--- src/rtl/lbs_pkg.sv ---
package lbs_pkg;

    // Line codes presented to the serialiser / driver.
    typedef enum logic [2:0] {
        LN_LP11  = 3'd0,
        LN_LP01  = 3'd1,
        LN_LP00  = 3'd2,
        LN_HS0   = 3'd3,
        LN_HS1   = 3'd4,
        LN_HSDAT = 3'd5
    } line_e;

    // Sequencer states.
    typedef enum logic [2:0] {
        ST_STOP  = 3'd0,
        ST_REQ   = 3'd1,
        ST_PREP  = 3'd2,
        ST_ZERO  = 3'd3,
        ST_SYNC  = 3'd4,
        ST_DATA  = 3'd5,
        ST_TRAIL = 3'd6
    } seq_e;

endpackage

--- src/rtl/lbs_cfg_clamp.sv ---
module lbs_cfg_clamp #(
    parameter int W  = 4,
    parameter int LO = 1,
    parameter int HI = 15
) (
    input  logic [W-1:0] raw,
    output logic [W-1:0] eff
);
    localparam logic [W-1:0] LO_V = W'(LO);
    localparam logic [W-1:0] HI_V = W'(HI);

    always_comb begin
        if (raw < LO_V) begin
            eff = LO_V;
        end else if (raw > HI_V) begin
            eff = HI_V;
        end else begin
            eff = raw;
        end
    end
endmodule

--- src/rtl/lbs_phase_timer.sv ---
module lbs_phase_timer #(
    parameter int W = 4
) (
    input  logic         clk,
    input  logic         rst_n,
    input  logic         load,
    input  logic [W-1:0] load_val,
    output logic         done
);
    logic [W-1:0] cnt;

    always_ff @(posedge clk or negedge rst_n) begin
        if (!rst_n) begin
            cnt <= '0;
        end else if (load) begin
            cnt <= load_val;
        end else if (cnt != '0) begin
            cnt <= cnt - 1'b1;
        end
    end

    assign done = (cnt == '0);
endmodule

--- src/rtl/lbs_trail_pol.sv ---
module lbs_trail_pol (
    input  logic       clk,
    input  logic       rst_n,
    input  logic       cap_en,
    input  logic       cap_bit,
    output logic [2:0] trail_code
);
    import lbs_pkg::*;

    logic last_bit;

    always_ff @(posedge clk or negedge rst_n) begin
        if (!rst_n) begin
            last_bit <= 1'b0;
        end else if (cap_en) begin
            last_bit <= cap_bit;
        end
    end

    // Drive the opposite differential state of the final serialised bit.
    assign trail_code = last_bit ? LN_HS0 : LN_HS1;
endmodule

--- src/rtl/lane_burst_seq.sv ---
module lane_burst_seq #(
    parameter int          CFG_W     = 4,
    parameter int          LANES     = 4,
    parameter int          LANE_IDX  = 1,
    parameter int          MIN_PREP  = 2,
    parameter int          MAX_PREP  = 5,
    parameter int          MIN_TRAIL = 2,
    parameter int          MAX_TRAIL = 6,
    parameter int          MIN_EXIT  = 3,
    parameter logic [7:0]  SYNC_BYTE = 8'hB8,
    localparam int         LW        = $clog2(LANES + 1)
) (
    input  logic             clk,
    input  logic             rst_n,
    input  logic [LW-1:0]    act_lanes,
    input  logic [CFG_W-1:0] cfg_lpx,
    input  logic [CFG_W-1:0] cfg_prep,
    input  logic [CFG_W-1:0] cfg_zero,
    input  logic [CFG_W-1:0] cfg_trail,
    input  logic [CFG_W-1:0] cfg_exit,
    input  logic             in_valid,
    input  logic [7:0]       in_data,
    output logic             in_ready,
    output logic [2:0]       line_st,
    output logic [7:0]       tx_byte,
    output logic             tx_vld
);
    import lbs_pkg::*;

    localparam int               CFG_MAX = (1 << CFG_W) - 1;
    localparam logic [CFG_W-1:0] ONE     = CFG_W'(1);
    localparam logic [CFG_W-1:0] TWO     = CFG_W'(2);
    localparam logic [LW-1:0]    MY_IDX  = LW'(LANE_IDX);

    seq_e             state, state_nxt;
    logic             tmr_load, tmr_done;
    logic [CFG_W-1:0] tmr_val;
    logic [CFG_W-1:0] lpx_eff, prep_eff, zero_eff, trail_eff, exit_eff;
    logic             cap_en, cap_bit;
    logic [2:0]       trail_code;
    logic             lane_on;

    assign lane_on = (MY_IDX < act_lanes);

    // Legal windows for every phase length.
    lbs_cfg_clamp #(.W(CFG_W), .LO(1),         .HI(CFG_MAX))   u_cl_lpx (.raw(cfg_lpx),   .eff(lpx_eff));
    lbs_cfg_clamp #(.W(CFG_W), .LO(MIN_PREP),  .HI(MAX_PREP))  u_cl_prp (.raw(cfg_prep),  .eff(prep_eff));
    lbs_cfg_clamp #(.W(CFG_W), .LO(1),         .HI(CFG_MAX))   u_cl_zro (.raw(cfg_zero),  .eff(zero_eff));
    lbs_cfg_clamp #(.W(CFG_W), .LO(MIN_TRAIL), .HI(MAX_TRAIL)) u_cl_trl (.raw(cfg_trail), .eff(trail_eff));
    lbs_cfg_clamp #(.W(CFG_W), .LO(MIN_EXIT),  .HI(CFG_MAX))   u_cl_ext (.raw(cfg_exit),  .eff(exit_eff));

    lbs_phase_timer #(.W(CFG_W)) u_tmr (
        .clk      (clk),
        .rst_n    (rst_n),
        .load     (tmr_load),
        .load_val (tmr_val),
        .done     (tmr_done)
    );

    lbs_trail_pol u_pol (
        .clk        (clk),
        .rst_n      (rst_n),
        .cap_en     (cap_en),
        .cap_bit    (cap_bit),
        .trail_code (trail_code)
    );

    // State register.
    always_ff @(posedge clk or negedge rst_n) begin
        if (!rst_n) begin
            state <= ST_STOP;
        end else begin
            state <= state_nxt;
        end
    end

    // Transitions and timer loads.
    always_comb begin
        state_nxt = state;
        tmr_load  = 1'b0;
        tmr_val   = '0;
        unique case (state)
            ST_STOP: begin
                if (tmr_done && in_valid && lane_on) begin      // start
                    state_nxt = ST_REQ;
                    tmr_load  = 1'b1;
                    tmr_val   = lpx_eff - ONE;
                end
            end
            ST_REQ: begin
                if (tmr_done) begin                              // req_done
                    state_nxt = ST_PREP;
                    tmr_load  = 1'b1;
                    tmr_val   = prep_eff - ONE;
                end
            end
            ST_PREP: begin
                if (tmr_done) begin                              // prep_done
                    state_nxt = ST_ZERO;
                    tmr_load  = 1'b1;
                    tmr_val   = zero_eff - ONE;
                end
            end
            ST_ZERO: begin
                if (tmr_done) begin                              // zero_done
                    state_nxt = ST_SYNC;
                end
            end
            ST_SYNC: begin
                state_nxt = ST_DATA;                             // sync_sent
            end
            ST_DATA: begin
                if (!in_valid) begin                             // end_of_data
                    state_nxt = ST_TRAIL;
                    tmr_load  = 1'b1;
                    tmr_val   = trail_eff - TWO;                 // this cycle is trail cycle 1
                end
            end
            ST_TRAIL: begin
                if (tmr_done) begin                              // trail_done
                    state_nxt = ST_STOP;
                    tmr_load  = 1'b1;
                    tmr_val   = exit_eff - ONE;
                end
            end
            default: begin
                state_nxt = ST_STOP;
            end
        endcase
    end

    // Outputs.
    always_comb begin
        line_st  = LN_LP11;
        in_ready = 1'b0;
        tx_byte  = 8'h00;
        tx_vld   = 1'b0;
        cap_en   = 1'b0;
        cap_bit  = 1'b0;
        unique case (state)
            ST_STOP:  line_st = LN_LP11;
            ST_REQ:   line_st = LN_LP01;
            ST_PREP:  line_st = LN_LP00;
            ST_ZERO:  line_st = LN_HS0;
            ST_SYNC: begin
                line_st = LN_HSDAT;
                tx_byte = SYNC_BYTE;
                tx_vld  = 1'b1;
                cap_en  = 1'b1;
                cap_bit = SYNC_BYTE[7];
            end
            ST_DATA: begin
                in_ready = 1'b1;
                if (in_valid) begin
                    line_st = LN_HSDAT;
                    tx_byte = in_data;
                    tx_vld  = 1'b1;
                    cap_en  = 1'b1;
                    cap_bit = in_data[7];
                end else begin
                    line_st = trail_code;
                end
            end
            ST_TRAIL: line_st = trail_code;
            default:  line_st = LN_LP11;
        endcase
    end
endmodule

--- config.mk ---
export PLATFORM = sky130hd
export DESIGN_NAME = lane_burst_seq
export DESIGN_NICKNAME = d
export VERILOG_FILES = /design/src/rtl/lbs_pkg.sv /design/src/rtl/lbs_cfg_clamp.sv /design/src/rtl/lbs_phase_timer.sv /design/src/rtl/lbs_trail_pol.sv /design/src/rtl/lane_burst_seq.sv
export SDC_FILE = /design/constraint.sdc
export NUM_CORES = 1
export LEC_CHECK = 0
export ABC_AREA = 1
export BUFFER_PORTS_ARGS = -buffer_cell sky130_fd_sc_hd__buf_2
export CAP_MARGIN = 20
export CORE_UTILIZATION = 40
export DETAILED_ROUTE_END_ITERATION = 6
export PLACE_DENSITY = 0.78
export SYNTH_ARGS = -nofsm -noshare
export SYNTH_HDL_FRONTEND = slang
export SYNTH_HIERARCHICAL = 1
export SYNTH_SLANG_ARGS = --single-unit
--- constraint.sdc ---
create_clock -name clk -period 3.1 [get_ports clk]
set_input_delay 0.465 -clock clk [delete_from_list [all_inputs] [get_ports clk]]
set_output_delay 0.465 -clock clk [all_outputs]
set_load 0.03 [all_outputs]
Word-level counts from Yosys, hierarchy flattened
Cells that the tools add are included.
{ "word_totals": {"regBits": 8, "inputBits": 34, "out_inout_bits": 13, "word_cells": 79} }
{ "classes": {"add_sub_neg": 6, "magnitude_cmp": 11, "n_eq_ne": 12, "mux": 39, "reduce_logical": 8} }
{ "ops": {"columns": ["op", "n"], "rows": [
  ["$mux W4", 17],
  ["$mux W3", 8],
  ["$pmux W3 S7", 1],
  ["$pmux W4 S5", 1],
  ["$sub A4 B1 Y4 const B", 5],
  ["$pmux W3 S6", 1],
  ["$pmux W8 S2", 1],
  ["$gt A4 B4 Y1 const B", 3],
  ["$lt A4 B2 Y1 const B", 3],
  ["$ne A2 B2 Y1 const B", 6],
  ["$eq A3 B3 Y1 const B", 3],
  ["$gt A4 B3 Y1 const B", 2],
  ["$lt A4 B1 Y1 const B", 2],
  ["$mux W8", 1],
  ["$eq A3 B2 Y1 const B", 2],
  ["$mux W1", 6],
  ["$reduce_and A6 Y1", 1],
  ["$logic_not A4 Y1", 1],
  ["$pmux W1 S2", 2],
  ["$reduce_bool A4 Y1", 1],
  ["$sub A4 B2 Y4 const B", 1],
  ["$eq A3 B1 Y1 const B", 1],
  ["$logic_not A3 Y1", 1],
  ["$lt A1 B3 Y1 const A", 1],
  ["other kinds (4)", 5]
]} }

Longest topological paths before layout
{ "logic_depth": {"word_depth": 7, "mapped_depth": 15, "ltp_nobuf": 14} }

Hierarchy
The synthesis kept the hierarchy.
{ "modules_own_cells": {"columns": ["module", "n_inst", "cells_each", "area_per_inst_um2", "seq_area_each_um2"], "rows": [
  ["lane_burst_seq", 1, 152, 829.5, 75.1],
  ["lbs_phase_timer", 1, 34, 242.7, 100.1],
  ["lbs_cfg_clamp at u_cl_lpx ...", 2, 8, 30.0, 0.0],
  ["lbs_trail_pol", 1, 8, 58.8, 25.0],
  ["lbs_cfg_clamp at u_cl_trl", 1, 12, 52.6, 0.0],
  ["lbs_cfg_clamp at u_cl_prp", 1, 11, 47.5, 0.0],
  ["lbs_cfg_clamp at u_cl_ext", 1, 6, 25.0, 0.0]
]} }

Least setup slack after synthesis
OpenSTA, ideal clock, no wires.
{ "synth_path": {"path_kind": "register to output", "from": "register state[1]", "to": "output port tx_byte[3]", "arrival_time_ns": 1.431, "required_time_ns": 2.635, "path_slack_ns": 1.204, "path_stages_with_launch": 6, "n_path_buf": 2, "path_cell_list": "dfrtp_1 > buf_6 > inv_4 > nand3_2 > buf_6 > o21ai_0"} }
{ "synth_via": {"elab_chain_len": 2, "word_cells_on_any_way": 3, "classes_between": "2 x eq/ne; 1 x mux"} }
{ "synth_rtl": {"columns": ["item", "line_no", "text"], "rows": [
  ["from (decl)", "lane_burst_seq.sv:35", "seq_e state, state_nxt;"],
  ["from (signal assigned)", "lane_burst_seq.sv:73", "state <= state_nxt;"],
  ["$eq A3 B3 Y1", "lane_burst_seq.sv:140", "unique case (state)"],
  ["$pmux W8 S2 *", "lane_burst_seq.sv:140", null],
  ["to (decl)", "lane_burst_seq.sv:25", "output logic [7:0] tx_byte,"]
]} }
Every way passes the cells marked *; elsewhere a longest branch is shown, timed or not.

Final worst setup path
{ "layout_path": {"from": "register state[1]", "to": "output port line_st[0]"} }
{ "layout_via": {"elab_chain_len": 2, "word_cells_on_any_way": 7, "classes_between": "6 x eq/ne; 1 x mux"} }
{ "layout_rtl": {"columns": ["item", "line_no", "text"], "rows": [
  ["$eq A3 B3 Y1, or another cell as far along", "lane_burst_seq.sv:140", null],
  ["$pmux W3 S6 *", "lane_burst_seq.sv:140", null],
  ["to (decl)", "lane_burst_seq.sv:24", "output logic [2:0] line_st,"]
]} }
Marked as above.

==> impl_metrics.tcl <==
set metrics [dict create \
    clk_latency_ns 0.25 \
    cts_tree "yes" \
    drt_iter0_markers 53 \
    htree_levels 1 \
    setup_tns_ns 0 \
    ys.flop_type "dfrtp_1" \
    antenna_found_initial 0 \
    p_seq_frac 0.240 \
    rrSetupSlack_ns 1.10 \
    synth_nets 279 \
    syn_area_per_cell_um2 5.51 \
    grt_first_pass_wirelength_um 4310 \
    synth_area_leader_cell "nand2_1" \
    cts_buffer_depth 2 \
    internal-power_mw 0.393 \
    coreArea_um2 3080 \
    clock_sinks 8 \
    num-fill-cells 335 \
    hold_viol 0 \
    seq_area_um2 200 \
    fmax_mhz 454 \
    synth.top_cell.area_share 0.214 \
    wl_per_cell_um 7.86 \
    worstSetupEndpointType "output pin" \
    die_area_um2 3520 \
    placed_cells 310 \
    vias 1400 \
    fin_cells 313 \
    r2r_cells 13 \
    ys_seq_area_frac 0.152 \
    synth_fa_ha_area_frac 0.0570 \
    synth_seq_cells 8 \
    root_buffer "clkbuf_4" \
    rsz0062_at_grt "no" \
    path_clk_slew_ns 0.06 \
    p_leak_nw 0.956 \
    io_pins 47 \
    reg2reg_to "u_tmr/cnt[3]" \
    post-route-min-period_ns 2.20 \
    route.detailed.drc 0 \
    drt_wl_total_um 2460 \
    synth_xor_area_frac 0.0399 \
    grt_pass1_vias 1149 \
    synth-compound-area-share 0.0913 \
    critPathLaunchType "flop" \
    multi_input_area_um2 827 \
    dp_slack_ns 1.12 \
    routabilityCongestion 0.840 \
    numPortBuffers 45 \
    overflow 0 \
    crit_required_ns 2.63 \
    pwr-share-clk 0.095 \
    power_mw 0.850 \
    final-max-slew-violation-count 0 \
    comb_power_share 0.665 \
    layout_setup_ws_ns 0.896 \
    crit_type "flop to output pin" \
    cts_resized 0 \
    synthTopCellsByCount "nand2_1, inv_1, nor2_1" \
    dr.pass1.iters 4 \
    layout-drive-gt1-share 0.219 \
    clock_skew_ns 0.00797 \
    hold_class "input port to async pin" \
    switching_power_mw 0.457 \
    cp.arrival_ns 1.74 \
    die_y_um 59.4 \
    synth-simple-area-share 0.434 \
    outcome "completed" \
    cts_hold_buffers 0 \
    cts_setup_buffers 0 \
    synth_top_family_by_area "simple AND/OR/NAND/NOR gates" \
    antennaDiodeCount 0 \
    grt_max_degree 12 \
    num_rows 20 \
    start_util 0.428 \
    place_hpwl_um 2130 \
    swShare 0.538 \
    yosys.cell_types.count 28 \
    cap_viol_max_count 0 \
    vdd_drop_max_uv 371 \
    async_reset_ff_frac 1.00 \
    synth_most_common_cell "nand2_1" \
    fin_crit_sh 0.711 \
    ant_nets 0 \
    grt_use_total 0.153 \
    ys_warn_count 6 \
    synthCells 239 \
    post_drt_via_cell_ratio 4.47 \
    ys_top_cells_by_area "nand2_1, dfrtp_1, inv_1" \
    syn_to_final_growth_pct 14.4 \
    synth.area.mux_share 0 \
    cts_made_buffers 3 \
    synthesis.area_um2 1320 \
    cp_max_fo 9 \
    cellPowerDensity_nw_per_um2 565 \
    setup_viol_count_final 0 \
    nets 311 \
    synth_edf_count 0 \
    rr_startpoint "u_tmr/cnt[0]" \
    fp.dieW_um 59.4 \
]
-- worst max-delay path by stage --
| stage | from | endpoint | slack (ns) | cells after the start |
|---|---|---|---|---|
| floorplan | state[1] | tx_byte[3] | 1.20 | 5 |
| global route | state[1] | line_st[0] | 0.66 | 7 |
| global placement | u_tmr/cnt[0] | u_tmr/cnt[3] | 1.16 | 13 |
| CTS | state[1] | line_st[2] | 0.89 | 7 |
| finish | state[1] | line_st[0] | 0.90 | 7 |
| detailed placement | u_tmr/cnt[0] | u_tmr/cnt[3] | 1.12 | 13 |
-- power by group through the flow --
| stage | combinational [mW] | sequential [mW] | clock, mW |
|---|---|---|---|
| final | 0.566 | 0.204 | 0.0806 |
| after global routing | 0.644 | 0.212 | 0.0928 |
| after CTS | 0.567 | 0.204 | 0.0847 |
| after detailed placement | 0.564 | 0.205 | 0 |
| after global placement | 0.556 | 0.205 | 0 |
| after floorplan | 0.509 | 0.174 | 0 |
-- layer usage --
metal | vias up | wire, µm | global-route usage
li1 | 776 | - | -
met1 | 581 | 1240 | 0.193
met2 | 43 | 1080 | 0.278
met3 | 0 | 140 | 0.0306
met4 | 0 | 0 | 0.0102
met5 | - | 0 | 0
-- layout by cell type (no fill, tap or decap), types with 2 or more instances in the layout --
| master | instances |
|---|---|
| buf_2 | 45 |
| nor2_2 | 3 |
| conb_1 | 2 |
| o21ai_0 | 12 |
| o21ai_1 | 4 |
| clkbuf_4 | 3 |
| xor2_1 | 5 |
| nand3_2 | 3 |
| a21oi_1 | 3 |
| inv_1 | 44 |
| dfrtp_1 | 8 |
| nand4_1 | 2 |
| ha_1 | 6 |
| nor3_1 | 4 |
| nor2_1 | 23 |
| nand2_1 | 75 |
| nand3_1 | 18 |
-- metrics by stage --
stage	hold WS (ns)	util	cell area, µm²
4_1_cts	0.0391	0.489	1510
2_1_floorplan	0.169	-	1320
6_report	0.0410	0.489	1510
5_1_grt	0.0392	0.489	1510
3_5_place_dp	0.318	0.482	1480
3_3_place_gp	0.315	0.482	1480
-- state kept, by name, indices dropped and copies added, names as in the netlist --
name and flops:
state 3, u_tmr/cnt 4, u_pol/last_bit 1
-- cells by family after synthesis --
family	Yosys count
AND/OR/NAND/NOR	131
other	2
adder cells (fa/ha/maj)	6
buffers and inverters	64
flip-flops	8
AO/OA/AOI/OAI	22
XOR/XNOR	6
-- final cells by class --
class,instances,share of cell area
Inverter,46,0.116
Multi-Input combinational cell,167,0.549
Timing Repair Buffer,45,0.150
Sequential cell,8,0.133
Clock buffer,3,0.0150
Tap cell,44,0.0366
-- worst max-delay path, stage by stage, from the launching register on --
cell	delay [ns]
dfrtp_1	0.52
nand2_1	0.11
nor2_1	0.31
inv_1	0.13
nand2_1	0.10
nand2_1	0.06
nand3_1	0.06
buf_2	0.20
Note: power is estimated with default switching activity, not from simulation.
